===== config.mk =====
export PLATFORM = sky130hd
export DESIGN_NAME = burst_addr_seq
export DESIGN_NICKNAME = d
export VERILOG_FILES = /design/src/rtl/burst_seq_pkg.sv /design/src/rtl/strobe_decode.sv /design/src/rtl/beat_counter.sv /design/src/rtl/beat_order.sv /design/src/rtl/burst_addr_seq.sv
export SDC_FILE = /design/constraint.sdc
export NUM_CORES = 1
export LEC_CHECK = 0
export ABC_CLOCK_PERIOD_IN_PS = 1000
export BUFFER_PORTS_ARGS = -buffer_cell sky130_fd_sc_hd__buf_4
export CAP_MARGIN = 25
export CORE_ASPECT_RATIO = 1.5
export CORE_MARGIN = 2
export CORE_UTILIZATION = 25
export CTS_CLUSTER_DIAMETER = 40
export DETAILED_ROUTE_END_ITERATION = 8
export PLACE_DENSITY = 0.6
export SLEW_MARGIN = 30
export SYNTH_ARGS = -nofsm -noshare
export SYNTH_HDL_FRONTEND = slang
export SYNTH_SLANG_ARGS = --single-unit

===== constraint.sdc =====
create_clock -name clk_i -period 1 [get_ports clk_i]
set_input_delay 0.05 -clock clk_i [delete_from_list [all_inputs] [get_ports clk_i]]
set_output_delay 0.05 -clock clk_i [all_outputs]
set_load 0.05 [all_outputs]

===== src/rtl/burst_seq_pkg.sv =====
package burst_seq_pkg;
  typedef enum logic {CYC_RD = 1'b0, CYC_WR = 1'b1} cyc_kind_e;
  typedef enum logic {ORD_LINEAR = 1'b0, ORD_XOR = 1'b1} burst_ord_e;

  typedef struct packed {
    logic start;  // some strobe opens an access
    logic proc;   // the processor strobe is the one that opens it
    logic sel;    // chip enables qualify the access
  } strobe_dec_t;
endpackage


===== src/rtl/strobe_decode.sv =====
module strobe_decode
  import burst_seq_pkg::*;
(
  input  logic        ads_cpu_ni,
  input  logic        ads_ctl_ni,
  input  logic        ce1_ni,
  input  logic        ce2_i,
  input  logic        ce3_ni,
  output strobe_dec_t dec_o
);
  logic proc_hit;

  // enable 1 gates the processor strobe; the processor strobe wins when both are low
  assign proc_hit    = ~ads_cpu_ni & ~ce1_ni;
  assign dec_o.proc  = proc_hit;
  assign dec_o.start = proc_hit | ~ads_ctl_ni;
  assign dec_o.sel   = ~ce1_ni & ce2_i & ~ce3_ni;
endmodule


===== src/rtl/beat_counter.sv =====
module beat_counter #(
  parameter int CW = 2
) (
  input  logic          clk_i,
  input  logic          rst_ni,
  input  logic          clear_i,
  input  logic          step_i,
  output logic [CW-1:0] cnt_o
);
  logic [CW-1:0] cnt_q;

  always_ff @(posedge clk_i or negedge rst_ni) begin
    if (!rst_ni)      cnt_q <= '0;
    else if (clear_i) cnt_q <= '0;
    else if (step_i)  cnt_q <= cnt_q + CW'(1);
  end

  assign cnt_o = cnt_q;


  step_inc_chk: assert property (@(posedge clk_i) disable iff (!rst_ni)
    (step_i && !clear_i) |=> cnt_q == $past(cnt_q) + CW'(1));


  clear_zero_chk: assert property (@(posedge clk_i) disable iff (!rst_ni)
    clear_i |=> cnt_q == '0);
endmodule


===== src/rtl/beat_order.sv =====
module beat_order
  import burst_seq_pkg::*;
#(
  parameter int CW = 2
) (
  input  logic [CW-1:0] start_i,
  input  logic [CW-1:0] cnt_i,
  input  burst_ord_e    ord_i,
  output logic [CW-1:0] beat_o
);
  logic [CW-1:0] lin_beat;
  logic [CW-1:0] xor_beat;

  assign lin_beat = start_i + cnt_i;
  assign xor_beat = start_i ^ cnt_i;

  always_comb begin
    unique case (ord_i)
      ORD_XOR: beat_o = xor_beat;
      default: beat_o = lin_beat;
    endcase
  end
endmodule


===== src/rtl/burst_addr_seq.sv =====
module burst_addr_seq
  import burst_seq_pkg::*;
#(
  parameter int AW = 18,
  parameter int BW = 2
) (
  input  logic          clk_i,
  input  logic          rst_ni,
  input  logic [AW-1:0] addr_i,
  input  logic          ads_cpu_ni,
  input  logic          ads_ctl_ni,
  input  logic          adv_ni,
  input  logic          ce1_ni,
  input  logic          ce2_i,
  input  logic          ce3_ni,
  input  logic          wr_ni,
  input  logic          order_i,
  output logic [AW-1:0] addr_o,
  output logic          valid_o,
  output logic          cyc_wr_o
);
  localparam int UW = AW - BW;

  strobe_dec_t   dec;
  logic          load_ok;
  logic          step;
  logic [AW-1:0] base_q;
  burst_ord_e    ord_q;
  logic          valid_q;
  cyc_kind_e     kind_q;
  logic [BW-1:0] cnt;
  logic [BW-1:0] beat;

  strobe_decode u_dec (
    .ads_cpu_ni (ads_cpu_ni),
    .ads_ctl_ni (ads_ctl_ni),
    .ce1_ni     (ce1_ni),
    .ce2_i      (ce2_i),
    .ce3_ni     (ce3_ni),
    .dec_o      (dec)
  );

  assign load_ok = dec.start & dec.sel;
  assign step    = valid_q & ~dec.start & ~adv_ni;

  always_ff @(posedge clk_i or negedge rst_ni) begin
    if (!rst_ni) begin
      base_q  <= '0;
      ord_q   <= ORD_LINEAR;
      valid_q <= 1'b0;
      kind_q  <= CYC_RD;
    end else if (load_ok) begin
      base_q  <= addr_i;
      ord_q   <= burst_ord_e'(order_i);
      valid_q <= 1'b1;
      kind_q  <= (dec.proc || wr_ni) ? CYC_RD : CYC_WR;
    end else if (dec.start) begin
      valid_q <= 1'b0;
      kind_q  <= CYC_RD;
    end else if (valid_q) begin
      kind_q  <= wr_ni ? CYC_RD : CYC_WR;
    end else begin
      kind_q  <= CYC_RD;
    end
  end

  beat_counter #(.CW(BW)) u_cnt (
    .clk_i   (clk_i),
    .rst_ni  (rst_ni),
    .clear_i (load_ok),
    .step_i  (step),
    .cnt_o   (cnt)
  );

  beat_order #(.CW(BW)) u_ord (
    .start_i (base_q[BW-1:0]),
    .cnt_i   (cnt),
    .ord_i   (ord_q),
    .beat_o  (beat)
  );

  assign addr_o   = {base_q[AW-1:BW], beat};
  assign valid_o  = valid_q;
  assign cyc_wr_o = (kind_q == CYC_WR);


  suspend_hold_chk: assert property (@(posedge clk_i) disable iff (!rst_ni)
    (valid_o && (ads_cpu_ni || ce1_ni) && ads_ctl_ni && adv_ni)
      |=> ($stable(addr_o) && valid_o));


  upper_fixed_chk: assert property (@(posedge clk_i) disable iff (!rst_ni)
    (valid_o && (ads_cpu_ni || ce1_ni) && ads_ctl_ni)
      |=> addr_o[AW-1:BW] == $past(addr_o[AW-1:BW]));


  proc_read_chk: assert property (@(posedge clk_i) disable iff (!rst_ni)
    (!ads_cpu_ni && !ce1_ni && ce2_i && !ce3_ni) |=> (valid_o && !cyc_wr_o));


  deselect_chk: assert property (@(posedge clk_i) disable iff (!rst_ni)
    (((!ads_cpu_ni && !ce1_ni) || !ads_ctl_ni) && (ce1_ni || !ce2_i || ce3_ni))
      |=> !valid_o);


  priority_chk: assert property (@(posedge clk_i) disable iff (!rst_ni)
    (!ads_cpu_ni && !ads_ctl_ni && !ce1_ni && ce2_i && !ce3_ni)
      |=> (addr_o[AW-1:BW] == $past(addr_i[AW-1:BW]) && !cyc_wr_o));


  idle_type_chk: assert property (@(posedge clk_i) disable iff (!rst_ni)
    !valid_o |-> !cyc_wr_o);
endmodule


==> results.md <==
* NumNets Final at about 150
* Core footprint at ~4300 um2
* Row count at 29
* Initial Util at 0.2633
* Seq/Total Area, Yosys at 0.5105
* Final hold viol count at 0
* Slew HR at 0.7564
* Initial DRC Count at 13
* Critical path startpoint category: flop
* Pin count of the biggest net entering global routing at 24
* Initial antenna violation count at 0
* Met1 Usage GRT at 0.1041
* Share of cells above drive strength 1 at 0.6829
* Leakage at between 0.0008 and 0.0009 uW
* Net Count, Synth at around 110
* Pre-CTS setup slack at -0.2376 ns
* Total global routing overflow at 0
* Ant diodes at 0
* Worst R2R End: u_cnt.cnt_o[1]
* Die area at approximately 5000 um2
* R2R depth at 4
* Measured slew at the worst slew-check pin at roughly 0.36 ns
* Max-cap viol count at 0
* Crit path to: addr_o[1]
* CTS sink cnt at 23
* Crit path arrival time at around 1.3 ns
* Syn avg cell area at about 14 um2
* Met3 Track Usage GR at 0.02687
* Post-route antenna net violation count at 0
* Layer with the highest usage: met2
* Hold path cells at 2
* Critical Path Fanout Max at 2
* CTS Buffer Depth at 2
* Die width at just under 60 um
* First-pass GRT wire length at approximately 3700 um
* DR vias at around 740
* Die height at roughly 86 um
* Final-report setup violation count at 4
* Power, Total at between 3000 and 4000 uW
* Area post-placement at between 1000 and 1500 um2
* Period utilization at 1.347
* Reg2reg start: u_cnt.cnt_o[0]
* Port Buf Inserts at 47
* Clk_skew at a little over 0.004 ns
* Peak Freq at around 0.74 GHz
* Post-synth cell types at 19
* First-pass DRT Iterations at 5
* WHS at about 0.010 ns
* Area Growth Syn to Fin at 43.62%
* Req. time, crit path at 0.95 ns
* Worst hold path class: in -> reg
* Vias in the first global route at 839
* GR Util met2 at 0.1717
* Final max-slew violation count at 0
* Total Wirelength at roughly 2300 um
* Total CTS buffers at 3
* Peak supply drop at roughly 900 uV
* Setup CP Type: reg -> out
* DP Wirelength at about 1700 um
* PnR worst setup slack at -0.3474 ns
* Status: complete, but fails checks
* Clk root buf: clkbuf_8
* R2R setup slack at -0.29 ns
* CTS clk-pin slew, worst paths at 0.08 ns
* Seq cells post-synth at 23
* RSZ-0062 raised after global routing: yes
* Fin crit period at roughly 1.3 ns
* Ports at 48
* Critical path capture point type: output pin
* H-Tree Depth at 1
* Failing checks: design-rule violations, negative setup slack
* Post-Syn Area at about 1100 um2
* Synth warn at 0
* TritonCTS clock tree: done
* Post-route cell area at 1619 um2
* DR DRC count at 2
* Mapped Cells at 79
* DR WL/cell at 13.60 um
* Setup TNS after final layout at -0.8968 ns
* Global placer's final weighted congestion at between 0.6 and 0.7
* Clk_lat worst skew at 0.26 ns
* Via-to-Cell Ratio at 4.349
* Pwr Density at approximately 2000 nW/um2
* GRT Util Overall at 0.09599
* Setup crit start: base_q[0]
## power breakdown
group / switching (uW) / internal, uW
registers: 117 / 1110
logic: 856 / 659
clock network: 297 / 278
total: 1270 / 2050
## critical path, stage by stage (launching register included)
cell	delay (ns)
dfrtp_1	0.41
ha_4	0.14
nor2b_4	0.18
xnor2_4	0.13
buf_6	0.17
## cell type report
cell class,count,area [um2]
Fill cell,417,2663
Clock buffer,3,41.29
Timing Repair Buffer,58,490.5
Sequential cell,23,576.8
Multi-Input combinational cell,38,447.9
Clock inverter,1,5.005
Tap cell,46,57.56
## registers in the layout, indices dropped and copies added (netlist names)
register / cells
cyc_wr_o: 1
base_q: 18
ord_q: 1
valid_o: 1
u_cnt.cnt_o: 2
## worst min path at each step
stage	startpoint	endpoint	slack (ns)
floorplan	rst_ni	base_q[0]	-0.25
global placement	rst_ni	base_q[9]	-0.04
detailed placement	rst_ni	base_q[6]	-0.03
CTS	addr_i[6]	base_q[6]	0.003
global route	addr_i[15]	base_q[15]	0.0001
finish	addr_i[6]	base_q[6]	0.01
## cell usage after synthesis (all sizes together)
library cell / n / share of area
nor2: 2 / 0.0089
dfrtp: 23 / 0.51
or2b: 1 / 0.0067
nand3: 1 / 0.016
or3: 2 / 0.011
nand2: 3 / 0.010
o21ai: 2 / 0.0089
a21boi: 2 / 0.013
o211ai: 1 / 0.0067
buf: 18 / 0.13
nor2b: 1 / 0.0056
xnor2: 2 / 0.016
a211oi: 1 / 0.0067
mux2: 19 / 0.24
ha: 1 / 0.011
## cell families (layout without fill, tap and decap cells)
family / Yosys count / count (layout) / share of synthesized area
simple gates: 10 / 10 / 0.05772
buf+inv: 18 / 62 / 0.1265
flops: 23 / 23 / 0.5105
mux: 19 / 19 / 0.2431
compound gates: 6 / 6 / 0.03553
xor+xnor: 2 / 2 / 0.01554
fa+ha+maj: 1 / 1 / 0.01110
## repair_timing
item / in CTS / in global routing
hold buffers: 2 / 1
gates resized for setup: 8 / 2
hold endpoints to repair: 24 / 1
buffers inserted: 1 / 2
setup endpoints to repair: 5 / 5
pin swaps: 5 / 4
## routing by layer
layer / vias up / wire [um]
met2: 32 / 1327
met4: 0 / 12
met1: 363 / 790
met5: - / 0
met3: 2 / 167
li1: 338 / -
## placed cells by master (no fill, tap or decap), drive strengths merged
| cell type | instances |
|---|---|
| or2b | 1 |
| buf | 55 |
| nor2b | 1 |
| dlygate4sd3 | 3 |
| nand2 | 3 |
| clkinv | 1 |
| ha | 1 |
| xnor2 | 2 |
| a21boi | 2 |
| nor2 | 2 |
| o21ai | 2 |
| clkbuf | 3 |
| dfrtp | 23 |
| or3 | 2 |
| a211oi | 1 |
| nand3 | 1 |
| mux2 | 19 |
| o211ai | 1 |
## through the flow
step | utilization | instances
2_1_floorplan | - | 79
3_3_place_gp | 0.3451 | 159
3_5_place_dp | 0.3451 | 159
4_1_cts | 0.3691 | 166
5_1_grt | 0.3781 | 169
6_report | 0.3781 | 169
Power figures use the tool's default switching activity.
